`src/rtl/ibi_pkg.sv`:
```
package ibi_pkg;
  typedef enum logic [2:0] {
    ST_IDLE,
    ST_WAIT,
    ST_START,
    ST_JOIN,
    ST_HDR,
    ST_ACK
  } ibi_state_t;
endpackage

```
`src/rtl/ibi_bus_watch.sv`:
```
module ibi_bus_watch #(
  parameter int IDLE_CYCLES = 16
) (
  input  logic clk,
  input  logic rst_n,
  input  logic scl_i,
  input  logic sda_i,
  output logic scl_rise_o,
  output logic scl_fall_o,
  output logic start_o,
  output logic avail_o
);
  localparam int CW = $clog2(IDLE_CYCLES + 1);
  localparam logic [CW-1:0] CMAX = CW'(IDLE_CYCLES);

  logic scl_q, sda_q;
  logic [CW-1:0] hi_cnt_q;

  always_ff @(posedge clk or negedge rst_n) begin
    if (!rst_n) begin
      scl_q    <= 1'b1;
      sda_q    <= 1'b1;
      hi_cnt_q <= '0;
    end else begin
      scl_q <= scl_i;
      sda_q <= sda_i;
      if (scl_i && sda_i) begin
        if (hi_cnt_q != CMAX) hi_cnt_q <= hi_cnt_q + 1'b1;
      end else begin
        hi_cnt_q <= '0;
      end
    end
  end

  assign scl_rise_o = scl_i & ~scl_q;
  assign scl_fall_o = ~scl_i & scl_q;
  assign start_o    = scl_i & scl_q & sda_q & ~sda_i;
  assign avail_o    = (hi_cnt_q == CMAX);

  AST_AVAIL_AFTER_HIGH: assert property (@(posedge clk) disable iff (!rst_n)
    avail_o |-> $past(scl_i && sda_i));
endmodule

```
`src/rtl/ibi_hdr_arb.sv`:
```
module ibi_hdr_arb #(
  parameter int AW = 7
) (
  input  logic          clk,
  input  logic          rst_n,
  input  logic          load_i,
  input  logic          active_i,
  input  logic          scl_i,
  input  logic          scl_rise_i,
  input  logic          scl_fall_i,
  input  logic          sda_i,
  input  logic [AW-1:0] addr_i,
  output logic          drive_o,
  output logic          lost_o,
  output logic          lost_rw_o,
  output logic          last_o
);
  localparam int HW = AW + 1;
  localparam int IW = $clog2(HW);
  localparam logic [IW-1:0] LAST = IW'(HW - 1);

  logic [HW-1:0] sh_q;
  logic [IW-1:0] idx_q;
  logic          cur_bit;

  always_ff @(posedge clk or negedge rst_n) begin
    if (!rst_n) begin
      sh_q  <= '1;
      idx_q <= '0;
    end else if (load_i) begin
      sh_q  <= {addr_i, 1'b1};
      idx_q <= '0;
    end else if (active_i && scl_fall_i && idx_q != LAST) begin
      sh_q  <= {sh_q[HW-2:0], 1'b1};
      idx_q <= idx_q + 1'b1;
    end
  end

  assign cur_bit   = sh_q[HW-1];
  assign drive_o   = active_i & ~cur_bit;
  assign lost_o    = active_i & scl_rise_i & cur_bit & ~sda_i;
  assign lost_rw_o = lost_o & (idx_q == LAST);
  assign last_o    = active_i & scl_fall_i & (idx_q == LAST);

  AST_DRIVE_HELD_SCL_HIGH: assert property (@(posedge clk) disable iff (!rst_n)
    (active_i && $past(active_i) && scl_i && $past(scl_i)) |-> $stable(drive_o));
endmodule

```
`src/rtl/i3c_ibi_requester.sv`:
```
module i3c_ibi_requester
  import ibi_pkg::*;
#(
  parameter int AW          = 7,
  parameter int IDLE_CYCLES = 16,
  parameter int TOW         = 16
) (
  input  logic           clk,
  input  logic           rst_n,
  input  logic           scl_i,
  input  logic           sda_i,
  output logic           sda_pull_o,
  input  logic           req_set_i,
  input  logic           evt_enable_i,
  input  logic           evt_disable_i,
  input  logic           static_mode_i,
  input  logic [AW-1:0]  static_addr_i,
  input  logic [AW-1:0]  dyn_addr_i,
  input  logic           dyn_valid_i,
  input  logic [TOW-1:0] timeout_i,
  output logic           irq_en_o,
  output logic           req_pending_o,
  output logic           done_o,
  output logic           nack_o,
  output logic           arb_lost_o,
  output logic           priv_wr_o,
  output logic           timeout_o
);
  logic scl_rise, scl_fall, start_seen, bus_avail;

  ibi_bus_watch #(.IDLE_CYCLES(IDLE_CYCLES)) u_watch (
    .clk        (clk),
    .rst_n      (rst_n),
    .scl_i      (scl_i),
    .sda_i      (sda_i),
    .scl_rise_o (scl_rise),
    .scl_fall_o (scl_fall),
    .start_o    (start_seen),
    .avail_o    (bus_avail)
  );

  ibi_state_t     state_q, state_d;
  logic           irq_en_q, pending_q;
  logic [TOW-1:0] tcnt_q;
  logic           addr_ok;
  logic [AW-1:0]  addr_sel;
  logic           expire;
  logic           hdr_load, hdr_active, hdr_drive, hdr_lost, hdr_lost_rw, hdr_last;
  logic           set_done, set_nack, set_arb, set_pw, set_to;

  assign addr_ok  = dyn_valid_i | static_mode_i;
  assign addr_sel = dyn_valid_i ? dyn_addr_i : static_addr_i;
  assign expire   = ({1'b0, tcnt_q} + {{TOW{1'b0}}, 1'b1}) >= {1'b0, timeout_i};

  assign hdr_active = (state_q == ST_HDR);
  assign hdr_load   = (state_d == ST_HDR) && (state_q != ST_HDR);

  ibi_hdr_arb #(.AW(AW)) u_hdr (
    .clk        (clk),
    .rst_n      (rst_n),
    .load_i     (hdr_load),
    .active_i   (hdr_active),
    .scl_i      (scl_i),
    .scl_rise_i (scl_rise),
    .scl_fall_i (scl_fall),
    .sda_i      (sda_i),
    .addr_i     (addr_sel),
    .drive_o    (hdr_drive),
    .lost_o     (hdr_lost),
    .lost_rw_o  (hdr_lost_rw),
    .last_o     (hdr_last)
  );

  always_comb begin
    state_d  = state_q;
    set_done = 1'b0;
    set_nack = 1'b0;
    set_arb  = 1'b0;
    set_pw   = 1'b0;
    set_to   = 1'b0;
    case (state_q)
      ST_IDLE: if (pending_q && irq_en_q && addr_ok) state_d = ST_WAIT;
      ST_WAIT: begin
        if (!(pending_q && irq_en_q && addr_ok)) state_d = ST_IDLE;
        else if (start_seen)                     state_d = ST_JOIN;
        else if (bus_avail)                      state_d = ST_START;
      end
      ST_JOIN: if (scl_fall) state_d = ST_HDR;
      ST_START: begin
        if (scl_fall) state_d = ST_HDR;
        else if (expire) begin
          state_d = ST_IDLE;
          set_to  = 1'b1;
        end
      end
      ST_HDR: begin
        if (hdr_lost) begin
          state_d = ST_IDLE;
          set_pw  = hdr_lost_rw;
          set_arb = ~hdr_lost_rw;
        end else if (hdr_last) begin
          state_d = ST_ACK;
        end
      end
      ST_ACK: if (scl_rise) begin
        state_d  = ST_IDLE;
        set_done = ~sda_i;
        set_nack = sda_i;
      end
      default: state_d = ST_IDLE;
    endcase
  end

  always_ff @(posedge clk or negedge rst_n) begin
    if (!rst_n) begin
      state_q    <= ST_IDLE;
      irq_en_q   <= 1'b0;
      pending_q  <= 1'b0;
      tcnt_q     <= '0;
      done_o     <= 1'b0;
      nack_o     <= 1'b0;
      arb_lost_o <= 1'b0;
      priv_wr_o  <= 1'b0;
      timeout_o  <= 1'b0;
    end else begin
      state_q <= state_d;
      if (evt_disable_i)     irq_en_q <= 1'b0;
      else if (evt_enable_i) irq_en_q <= 1'b1;
      if (req_set_i)                pending_q <= 1'b1;
      else if (set_done || set_to)  pending_q <= 1'b0;
      tcnt_q     <= (state_q == ST_START) ? tcnt_q + 1'b1 : '0;
      done_o     <= set_done;
      nack_o     <= set_nack;
      arb_lost_o <= set_arb;
      priv_wr_o  <= set_pw;
      timeout_o  <= set_to;
    end
  end

  assign sda_pull_o    = (state_q == ST_START) | hdr_drive;
  assign irq_en_o      = irq_en_q;
  assign req_pending_o = pending_q;

  AST_DISABLE_WINS: assert property (@(posedge clk) disable iff (!rst_n)
    $past(evt_disable_i) |-> !irq_en_o);
  AST_ONE_OUTCOME: assert property (@(posedge clk) disable iff (!rst_n)
    $onehot0({done_o, nack_o, arb_lost_o, priv_wr_o, timeout_o}));
  AST_DONE_CLEARS: assert property (@(posedge clk) disable iff (!rst_n)
    (done_o && !$past(req_set_i)) |-> !req_pending_o);
  AST_NACK_KEEPS: assert property (@(posedge clk) disable iff (!rst_n)
    nack_o |-> req_pending_o);
  AST_ARB_KEEPS: assert property (@(posedge clk) disable iff (!rst_n)
    arb_lost_o |-> (req_pending_o && !sda_pull_o));
  AST_TIMEOUT_RELEASES: assert property (@(posedge clk) disable iff (!rst_n)
    timeout_o |-> !sda_pull_o);
endmodule

```
`config.mk`:
```
export PLATFORM = sky130hd
export DESIGN_NAME = i3c_ibi_requester
export DESIGN_NICKNAME = d
export VERILOG_FILES = /design/src/rtl/ibi_pkg.sv /design/src/rtl/ibi_bus_watch.sv /design/src/rtl/ibi_hdr_arb.sv /design/src/rtl/i3c_ibi_requester.sv
export SDC_FILE = /design/constraint.sdc
export NUM_CORES = 1
export LEC_CHECK = 0
export ABC_AREA = 0
export BUFFER_PORTS_ARGS = -buffer_cell sky130_fd_sc_hd__buf_2
export CELL_PAD_IN_SITES_DETAIL_PLACEMENT = 1
export CELL_PAD_IN_SITES_GLOBAL_PLACEMENT = 2
export CORE_MARGIN = 5
export CORE_UTILIZATION = 34
export CTS_CLUSTER_DIAMETER = 50
export CTS_CLUSTER_SIZE = 30
export DETAILED_ROUTE_END_ITERATION = 7
export HOLD_SLACK_MARGIN = 0.15
export PLACE_DENSITY_LB_ADDON = 0.1
export REMOVE_ABC_BUFFERS = 1
export SYNTH_ARGS = -nofsm -noshare
export SYNTH_HDL_FRONTEND = slang
export SYNTH_SLANG_ARGS = --single-unit
```
`constraint.sdc`:
```
create_clock -name clk -period 3.25 [get_ports clk]
set_input_delay 0.325 -clock clk [delete_from_list [all_inputs] [get_ports clk]]
set_output_delay 0.325 -clock clk [all_outputs]
set_load 0.03 [all_outputs]
```
== After elaboration in Yosys (flattened, before gate mapping) ==
Index checks and enable logic that the tools add are counted.
W data, S select, Z words.

* $add $sub $neg: 4
* Magnitude comparators: 1
* Equal/unequal tests: 12
* Multiplexer cells: 34
* Bitwise gates (word level): 19
* Reduce and logical (&&, ||, !) cells: 11

{| class="wikitable"
|+ Operators with widths
! cell !! number
|-
| $mux W3 || 12
|-
| $pmux W3 S6 || 1
|-
| $add A16 B1 Y17 const B || 1
|-
| $ge A17 B16 Y1 || 1
|-
| $add A16 B1 Y16 const B || 1
|-
| $mux W16 || 1
|-
| $mux W8 || 2
|-
| $mux W1 || 15
|-
| $and A1 B1 Y1 || 12
|-
| $eq A3 B3 Y1 const B || 4
|-
| $mux W5 || 2
|-
| $mux W7 || 1
|-
| $eq A3 B2 Y1 const B || 2
|-
| $logic_and A1 B1 Y1 || 6
|-
| $ne A3 B3 Y1 const B || 2
|-
| $reduce_bool A2 Y1 || 3
|-
| $add A5 B1 Y5 const B || 1
|-
| $eq A5 B5 Y1 const B || 1
|-
| $ne A5 B5 Y1 const B || 1
|-
| $not A1 Y1 || 5
|-
| $add A3 B1 Y3 const B || 1
|-
| $eq A3 B1 Y1 const B || 1
|-
| $logic_not A3 Y1 || 1
|-
| $ne A2 B2 Y1 const B || 1
|-
| 2 further kinds || 3
|}

* Flip-flop bits (word level): 44
* Bits of input ports: 39
* Output and inout bits: 8
* Logic and storage cells: 95

== Depth between registers and ports, before layout ==
Gate-level depths: netlist of run 1.

* Depth in word-level cells: 10
* Gate-level depth with buffers: 11
* Mapped depth without buffers: 11

== Cells and area by module ==
Synthesis of run 1 repeated with hierarchy kept, for this count alone.

* Cell total of the unflattened synthesis: 276
* Area, all modules: 2603.7 um^2

{| class="wikitable"
|+ By module, submodules not included
! module !! times used !! cells each !! area each (um^2) !! seq. area each (um^2)
|-
| i3c_ibi_requester || 1 || 186 || 1717.9 || 650.6
|-
| ibi_hdr_arb || 1 || 55 || 511.7 || 259.0
|-
| ibi_bus_watch || 1 || 35 || 374.1 || 177.7
|}

== Worst setup path before layout of run 1 ==
No wires, ideal clock.

* Path type: flip-flop to flip-flop
* Start: reg tcnt_q[0]
* End: reg timeout_o
* Setup time: 0.119 ns
* Arrival time: 2.399 ns
* Required time: 3.131 ns
* Slack: 0.732 ns
* Stages on the path, launching flop included: 12
* Buffers on the path: 0
* Period minus slack after synthesis: 2.518 ns
* Cell sequence: dfrtp_1 > ha_1 > nand2_1 > nor3_1 > and3_1 > xor2_1 > ha_1 > nand2_1 > nor3_1 > a311oi_1 > nand3_1 > o21ba_2

* Word-level cells in the longest chain between the ends: 5

{| class="wikitable"
|+ Ends and longest elaborated chain
! item !! line !! text
|-
| start, declared || i3c_ibi_requester.sv:44 || <nowiki>logic [TOW-1:0] tcnt_q;</nowiki>
|-
| start signal, assigned || i3c_ibi_requester.sv:131 || <nowiki>tcnt_q <= (state_q == ST_START) ? tcnt_q + 1'b1 : '0;</nowiki>
|-
| $add A16 B1 Y17 || i3c_ibi_requester.sv:53 || <nowiki>assign expire = ({1'b0, tcnt_q} + {{TOW{1'b0}}, 1'b1}) >= {1'b0, timeout_i};</nowiki>
|-
| $ge A17 B16 Y1 || i3c_ibi_requester.sv:53 ||
|-
| $mux W1 || i3c_ibi_requester.sv:91 || <nowiki>else if (expire) begin</nowiki>
|-
| $mux W1 || i3c_ibi_requester.sv:90 || <nowiki>if (scl_fall) state_d = ST_HDR;</nowiki>
|-
| $mux W1 || i3c_ibi_requester.sv:81 || <nowiki>case (state_q)</nowiki>
|-
| named net set_to || i3c_ibi_requester.sv:49 || <nowiki>logic set_done, set_nack, set_arb, set_pw, set_to;</nowiki>
|-
| end signal, assigned || i3c_ibi_requester.sv:136 || <nowiki>timeout_o <= set_to;</nowiki>
|-
| end, declared || i3c_ibi_requester.sv:27 || <nowiki>output logic timeout_o</nowiki>
|}

The timed path passes the listed nets, and every way through them passes these cells.
A chain may end at the register's enable or synchronous reset.

== Worst setup path in the final report of run 1 ==
Same ends and word-level chain as after synthesis.

==> results of run 1 <==
stage by stage:
stage	area (sq um)	total power, mW	util [%]	worst slack (ps)	cells
floorplan	2510	0.831	-	732	253
global route	2990	1.37	41.2	129	410
finish	2990	1.26	41.2	421	410
CTS	2990	1.29	41.2	399	410
detailed placement	2890	0.923	39.8	411	401
global placement	2890	0.916	39.8	436	401
worst max path at each step:
| stage | startpoint | endpoint | slack, ps | depth (start not counted) |
|---|---|---|---|---|
| 4_1_cts | tcnt_q[0]$_DFF_PN0_ | timeout_o$_DFF_PN0_ | 400 | 12 |
| 3_3_place_gp | tcnt_q[0]$_DFF_PN0_ | timeout_o$_DFF_PN0_ | 440 | 12 |
| 2_1_floorplan | tcnt_q[0]$_DFF_PN0_ | timeout_o$_DFF_PN0_ | 730 | 11 |
| 5_1_grt | tcnt_q[0]$_DFF_PN0_ | req_pending_o$_DFFE_PN0P_ | 130 | 12 |
| 6_report | tcnt_q[0]$_DFF_PN0_ | timeout_o$_DFF_PN0_ | 420 | 12 |
| 3_5_place_dp | tcnt_q[2]$_DFF_PN0_ | timeout_o$_DFF_PN0_ | 410 | 10 |
state kept, by name, indices dropped and copies added, names as in the netlist:
signal            count
u_watch.sda_q         1
timeout_o             1
priv_wr_o             1
arb_lost_o            1
tcnt_q               16
u_hdr.sh_q            7
req_pending_o         1
nack_o                1
irq_en_o              1
done_o                1
state_q               3
u_watch.hi_cnt_q      5
u_hdr.idx_q           3
u_watch.scl_q         1
power breakdown:
group | total (mW) | switching [mW] | leakage, nW | internal [mW]
registers | 0.639 | 0.0402 | 0.551 | 0.599
clock network | 0.355 | 0.183 | 0.0482 | 0.172
logic | 0.270 | 0.142 | 0.950 | 0.128
total | 1.26 | 0.366 | 1.55 | 0.898
layer usage:
metal	GRT usage, %	share of wire, %
met1	17.0	46
met4	4.21	1.1
met2	22.9	48
met5	0	0
met3	3.02	4.8
kinds of logic after synthesis:
logic type,synth area share (%)
compound gates,8.42
fa+ha+maj,10.3
buf+inv,4.28
xor+xnor,6.20
simple gates,20.5
mux,7.48
flops,42.8
layout by cell type, fill, tap and decap left out, types with 2 or more instances in the layout:
cell,synthesis,routed
dfrtp_1,34,34
o21ai_0,7,7
and2_1,15,15
nor4_1,2,2
ha_1,21,21
buf_2,0,46
nand2_1,11,11
o21a_1,2,2
mux2i_1,10,10
nand4_1,6,6
nor2b_1,2,2
and3_1,3,3
a21oi_1,16,16
clkbuf_8,0,6
xnor2_1,7,7
a211oi_1,2,2
nand2b_1,4,4
buf_4,0,3
inv_1,21,21
mux2_4,6,6
dfstp_2,9,9
nor2_1,30,30
nand3_1,11,11
nor3_1,6,6
xor2_1,11,11
final cells by class:
type / count / area, sq um / area share [%]
clock buffer: 7 / 86.3 / 2.89
clock inverter: 1 / 5.00 / 0.167
inverter: 21 / 78.8 / 2.64
multi-input combinational: 189 / 1350 / 45.0
sequential: 43 / 1090 / 36.4
tap: 99 / 124 / 4.14
timing repair buffer: 50 / 263 / 8.79
what timing repair did:
action,4_1_cts,5_1_grt
gates resized for setup,0,0
hold endpoints to repair,1,0
hold buffers,1,0
==> metrics.csv, run 1 <==
metric,value,unit
status,completed,
hold crit path type,in2async,
CP endpoint kind,flop,
Worst path slowest cell,dfrtp_1,
"CTS clk-pin slew, worst paths",80,ps
cell taking the most area after synthesis,dfrtp_1,
diode count,0,
reg2reg start,tcnt_q[0]$_DFF_PN0_,
average size of a mapped cell,9.82,sq um
TritonRoute pass-1 iters,4,
DRC,0,
die area,9310,sq um
cell area after synthesis,2540,sq um
most common cell in the netlist,dfrtp_1,
die width,96.5,microns
"top cells by area, synth","dfrtp_1 (33%), ha_1 (10%), dfstp_2 (9.3%), nor2_1 (4.4%), mux2i_1 (3.9%)",
antenna violations before repair,0,
R2R Path End,timeout_o$_DFF_PN0_,
routability congestion estimate,0.704,
synth warn,0,
Peak VDD IR,125,uV
Slew @ Worst Pin,960,ps
root buffer cell,clkbuf_8,
Max Buffers Root-to-Sink,2,
core box area,7250,sq um
CP required,3450,ps
Post-synth ARST share,100,%
final hold vios,0,
DR WL/cell,14.0,microns
synthesized flop and latch total,43,
Post-synth top cells,"dfrtp_1 (34), nor2_1 (30), ha_1 (21), inv_1 (21), a21oi_1 (16)",
fmax,0.354,GHz
area share of the largest cell type after synthesis,33.5,%
Post-DRT Antenna Nets,0,
grt ovf,0,
"Max FO, Critical Path",5,
WS Path Type,reg2reg,
CTS tree,yes,
Final #Nets,370,
Pwr Density,423,nW/um^2
crit path time final,2830,ps
Cells after Synth,259,
r2r worst-path depth,12,
die height,96.5,microns
Vias/cell,4.78,
first-pass GRT wire length,9760,microns
Worst R2R Setup Slack,420,ps
vias in the first global route,2109,
Startpoint Class,flop,
RSZ-0062 raised after global routing,no,
Worst Skew,7.82,ps
final wirelength,5750,microns
# clock sinks,43,
worst path arrival time,3020,ps
crit-path max cell delay,450,ps
GRT Total Usage,13.5,%
Detailed Place HPWL,4460,microns
vias,1960,
Starting Density,35.1,%
final period utilization,87.0,%
Max-Cap Viols,0,
Synth-to-Final Area Change,17.6,%
Post-synth EDFFs,0,
Fin Hold WS,169,ps
number of H-tree levels,2,
share of cells above drive strength 1,24.8,%
Setup TNS,0,ps
Num CTS Buffers,5,
CP top delay family,simple AND/OR/NAND/NOR gates,
slew margin rel.,36.0,%
largest net degree at the start of global routing,44,
Post-CTS Setup Inserts,0,
io pins,47,
count of input and output buffers,46,
CP cell instances,ha_1 > nand2_1 > nor3_1 > buf_4 > and3_1 > xor2_1 > ha_1 > nand2_1 > nor3_1 > a311oi_1 > nand3_1 > o21ba_2,
fillers,872,
Synth Flop Type,dfrtp_1,
post-synthesis sequential area ratio,42.8,%
Leakage,1.55,nW
Final Setup Violations,0,
Iter 0 DRT Violations,34,
WP buf/inv,1,
post-synth cell types,41,
Final Max Tran Viols,0,
Rows,31,
worst skew pair latency,300,ps
Power figures use the tool's default switching activity.
==> inputs of run 2 (changes only) <==
Settings changed: CORE_UTILIZATION 34 to 36, CTS_BUF_LIST from default to sky130_fd_sc_hd__clkbuf_8.
==> metrics.csv, run 2 (synthesized netlist as in run 1, its figures left out) <==
metric,value,unit,change
status,completed,,
RSZ-0062 raised after global routing,no,,
"CTS clk-pin slew, worst paths",80,ps,about the same
worst skew pair latency,290,ps,about the same
Post-DRT Antenna Nets,0,,unchanged
# clock sinks,43,,unchanged
final wirelength,5800,microns,+0.96%
Leakage,1.53,nW,-0.89%
CP required,3440,ps,about the same
Num CTS Buffers,5,,unchanged
clock group share of total power,26.8,%,-1.3 points
"commonest non-fill, non-tap cell in the layout",buf_2,,
fillers,821,,-5.8%
root buffer cell,clkbuf_8,,
Peak VDD IR,179,uV,+44%
vias,1950,,-0.51%
DR WL/cell,14.3,microns,+2.2%
Max-Cap Viols,0,,unchanged
TritonRoute pass-1 iters,4,,unchanged
CTS tree,yes,,
vias in the first global route,2142,,+1.6%
CP endpoint kind,flop,,
DRC,0,,unchanged
Final #Nets,368,,-0.54%
routability congestion estimate,0.768,,+9.0%
Post-CTS Setup Inserts,0,,unchanged
Detailed Place HPWL,4510,microns,+1.0%
Largest register FFs,16,,unchanged
"Max FO, Critical Path",5,,unchanged
final period utilization,89.3,%,+2.2 points
combinational share of power,21.6,%,+0.2 points
io pins,47,,unchanged
die area,8840,sq um,-5.0%
die height,94.0,microns,-2.5%
WS Path Type,reg2reg,,
switch share,29.9,%,+1.0 points
Max Buffers Root-to-Sink,2,,unchanged
share of cells above drive strength 1,24.3,%,-0.49 points
antenna violations before repair,0,,unchanged
Slew @ Worst Pin,1090,ps,+128 ps
# placed instances,396,,-1.2%
crit path time final,2900,ps,+72.4 ps
count of input and output buffers,46,,unchanged
die width,94.0,microns,-2.5%
Net Switching,0.373,mW,+2.0%
final hold vios,0,,unchanged
Synth-to-Final Area Change,16.6,%,
Worst R2R Setup Slack,350,ps,-70 ps
grt ovf,0,,unchanged
diode count,0,,unchanged
number of H-tree levels,2,,unchanged
r2r worst-path depth,11,,-1
Post-Layout Cell Count,405,,-1.2%
Worst Setup SP,tcnt_q[0]$_DFF_PN0_,,
Top reg by flops,tcnt_q,,
crit path to,timeout_o$_DFF_PN0_,,
Starting Density,37.2,%,+2.2 points
Startpoint Class,flop,,
sequential share of power,51.6,%,+1.0 points
fmax,0.345,GHz,-2.5%
Rows,30,,-3.2%
Iter 0 DRT Violations,44,,+29%
Final Setup Violations,0,,unchanged
Worst Skew,4.76,ps,-3.06 ps
Largest regs,"tcnt_q (16), u_hdr.sh_q (7), u_watch.hi_cnt_q (5)",,
worst path arrival time,3090,ps,+70 ps
core box area,6830,sq um,-5.8%
reg2reg start,tcnt_q[0]$_DFF_PN0_,,
Pwr Density,420,nW/um^2,-0.52%
Vias/cell,4.81,,+0.72%
slew margin rel.,26.5,%,-9.5 points
Setup TNS,0,ps,unchanged
Int Pwr,0.873,mW,-2.7%
"commonest non-fill, non-tap cells in the layout","buf_2 (46), dfrtp_1 (34), nor2_1 (30)",,
R2R Path End,timeout_o$_DFF_PN0_,,
Final Max Tran Viols,0,,unchanged
hold crit path type,in2reg,,
first-pass GRT wire length,9860,microns,+1.1%
largest net degree at the start of global routing,44,,unchanged
GRT Total Usage,14.1,%,+0.56 points
[run 2: cell count changes in the layout (fill, tap and decap cells not counted)]
cell	before	now
clkinvlp_4	0	1
buf_4	3	1
inv_1	21	22
clkbuf_8	6	5
clkbuf_1	1	0
[run 2: how the worst min path moves through the flow]
stage | cells past startpoint | slack [ps] | from | to
final | 2 | 180 | evt_disable_i | irq_en_o$_DFFE_PN0P_
after global routing | 2 | 160 | evt_disable_i | irq_en_o$_DFFE_PN0P_
after CTS | 2 | 170 | evt_disable_i | irq_en_o$_DFFE_PN0P_
after detailed placement | 1 | 460 | sda_i | u_watch.sda_q$_DFF_PN1_
after global placement | 1 | 460 | sda_i | u_watch.sda_q$_DFF_PN1_
after floorplan | 0 | 30 | rst_n | arb_lost_o$_DFF_PN0_
[run 2: stage by stage]
step	util (%)	setup WS [ps]	hold WS, ps	instance area, sq um	total power, mW
2_1_floorplan	-	732	29.4	2510	0.831
3_3_place_gp	42.0	439	463	2870	0.916
3_5_place_dp	42.0	345	463	2870	0.929
4_1_cts	43.4	296	166	2970	1.27
5_1_grt	43.4	42.0	165	2970	1.34
6_report	43.4	349	179	2970	1.25
[run 2: area by class of cell]
cell class	instances	area [sq um]	share of cell area, %
sequential	43	1090	36.7
clock buffer	5	68.8	2.32
timing repair buffer	48	248	8.35
multi-input combinational	189	1350	45.4
tap	96	120	4.05
clock inverter	3	16.3	0.549
inverter	21	78.8	2.66
[run 2: timing repair]
action	CTS	global route
endpoints found under the hold margin	1	0
hold buffers	1	0
setup endpoints to repair	0	0
gates resized for setup	0	0
[run 2: metal layers]
| layer | up-vias | routed length, microns | share of wire [%] | track usage (%) |
|---|---|---|---|---|
| met5 | - | 0 | 0 | 0 |
| met4 | 0 | 61 | 1.1 | 3.61 |
| met3 | 4 | 263 | 4.5 | 3.04 |
| met2 | 33 | 2920 | 50 | 24.9 |
| met1 | 933 | 2560 | 44 | 17.2 |
| li1 | 980 | - | - | - |
[run 2: power groups by stage]
stage / clock [mW] / combinational [mW] / sequential [mW]
after detailed placement: 0 / 0.274 / 0.655
after CTS: 0.353 / 0.275 / 0.646
final: 0.334 / 0.269 / 0.643
after floorplan: 0 / 0.184 / 0.647
after global placement: 0 / 0.265 / 0.650
after global routing: 0.379 / 0.306 / 0.655
[run 2: worst max-delay path: stages (launching register included)]
cell and delay (ps):
dfrtp_1 430, ha_1 230, nand2_1 90, nor3_1 450
and3_1 240, xor2_1 190, ha_1 280, nand2_1 90
nor3_1 70, a311oi_1 410, nand3_1 120, o21ba_2 210
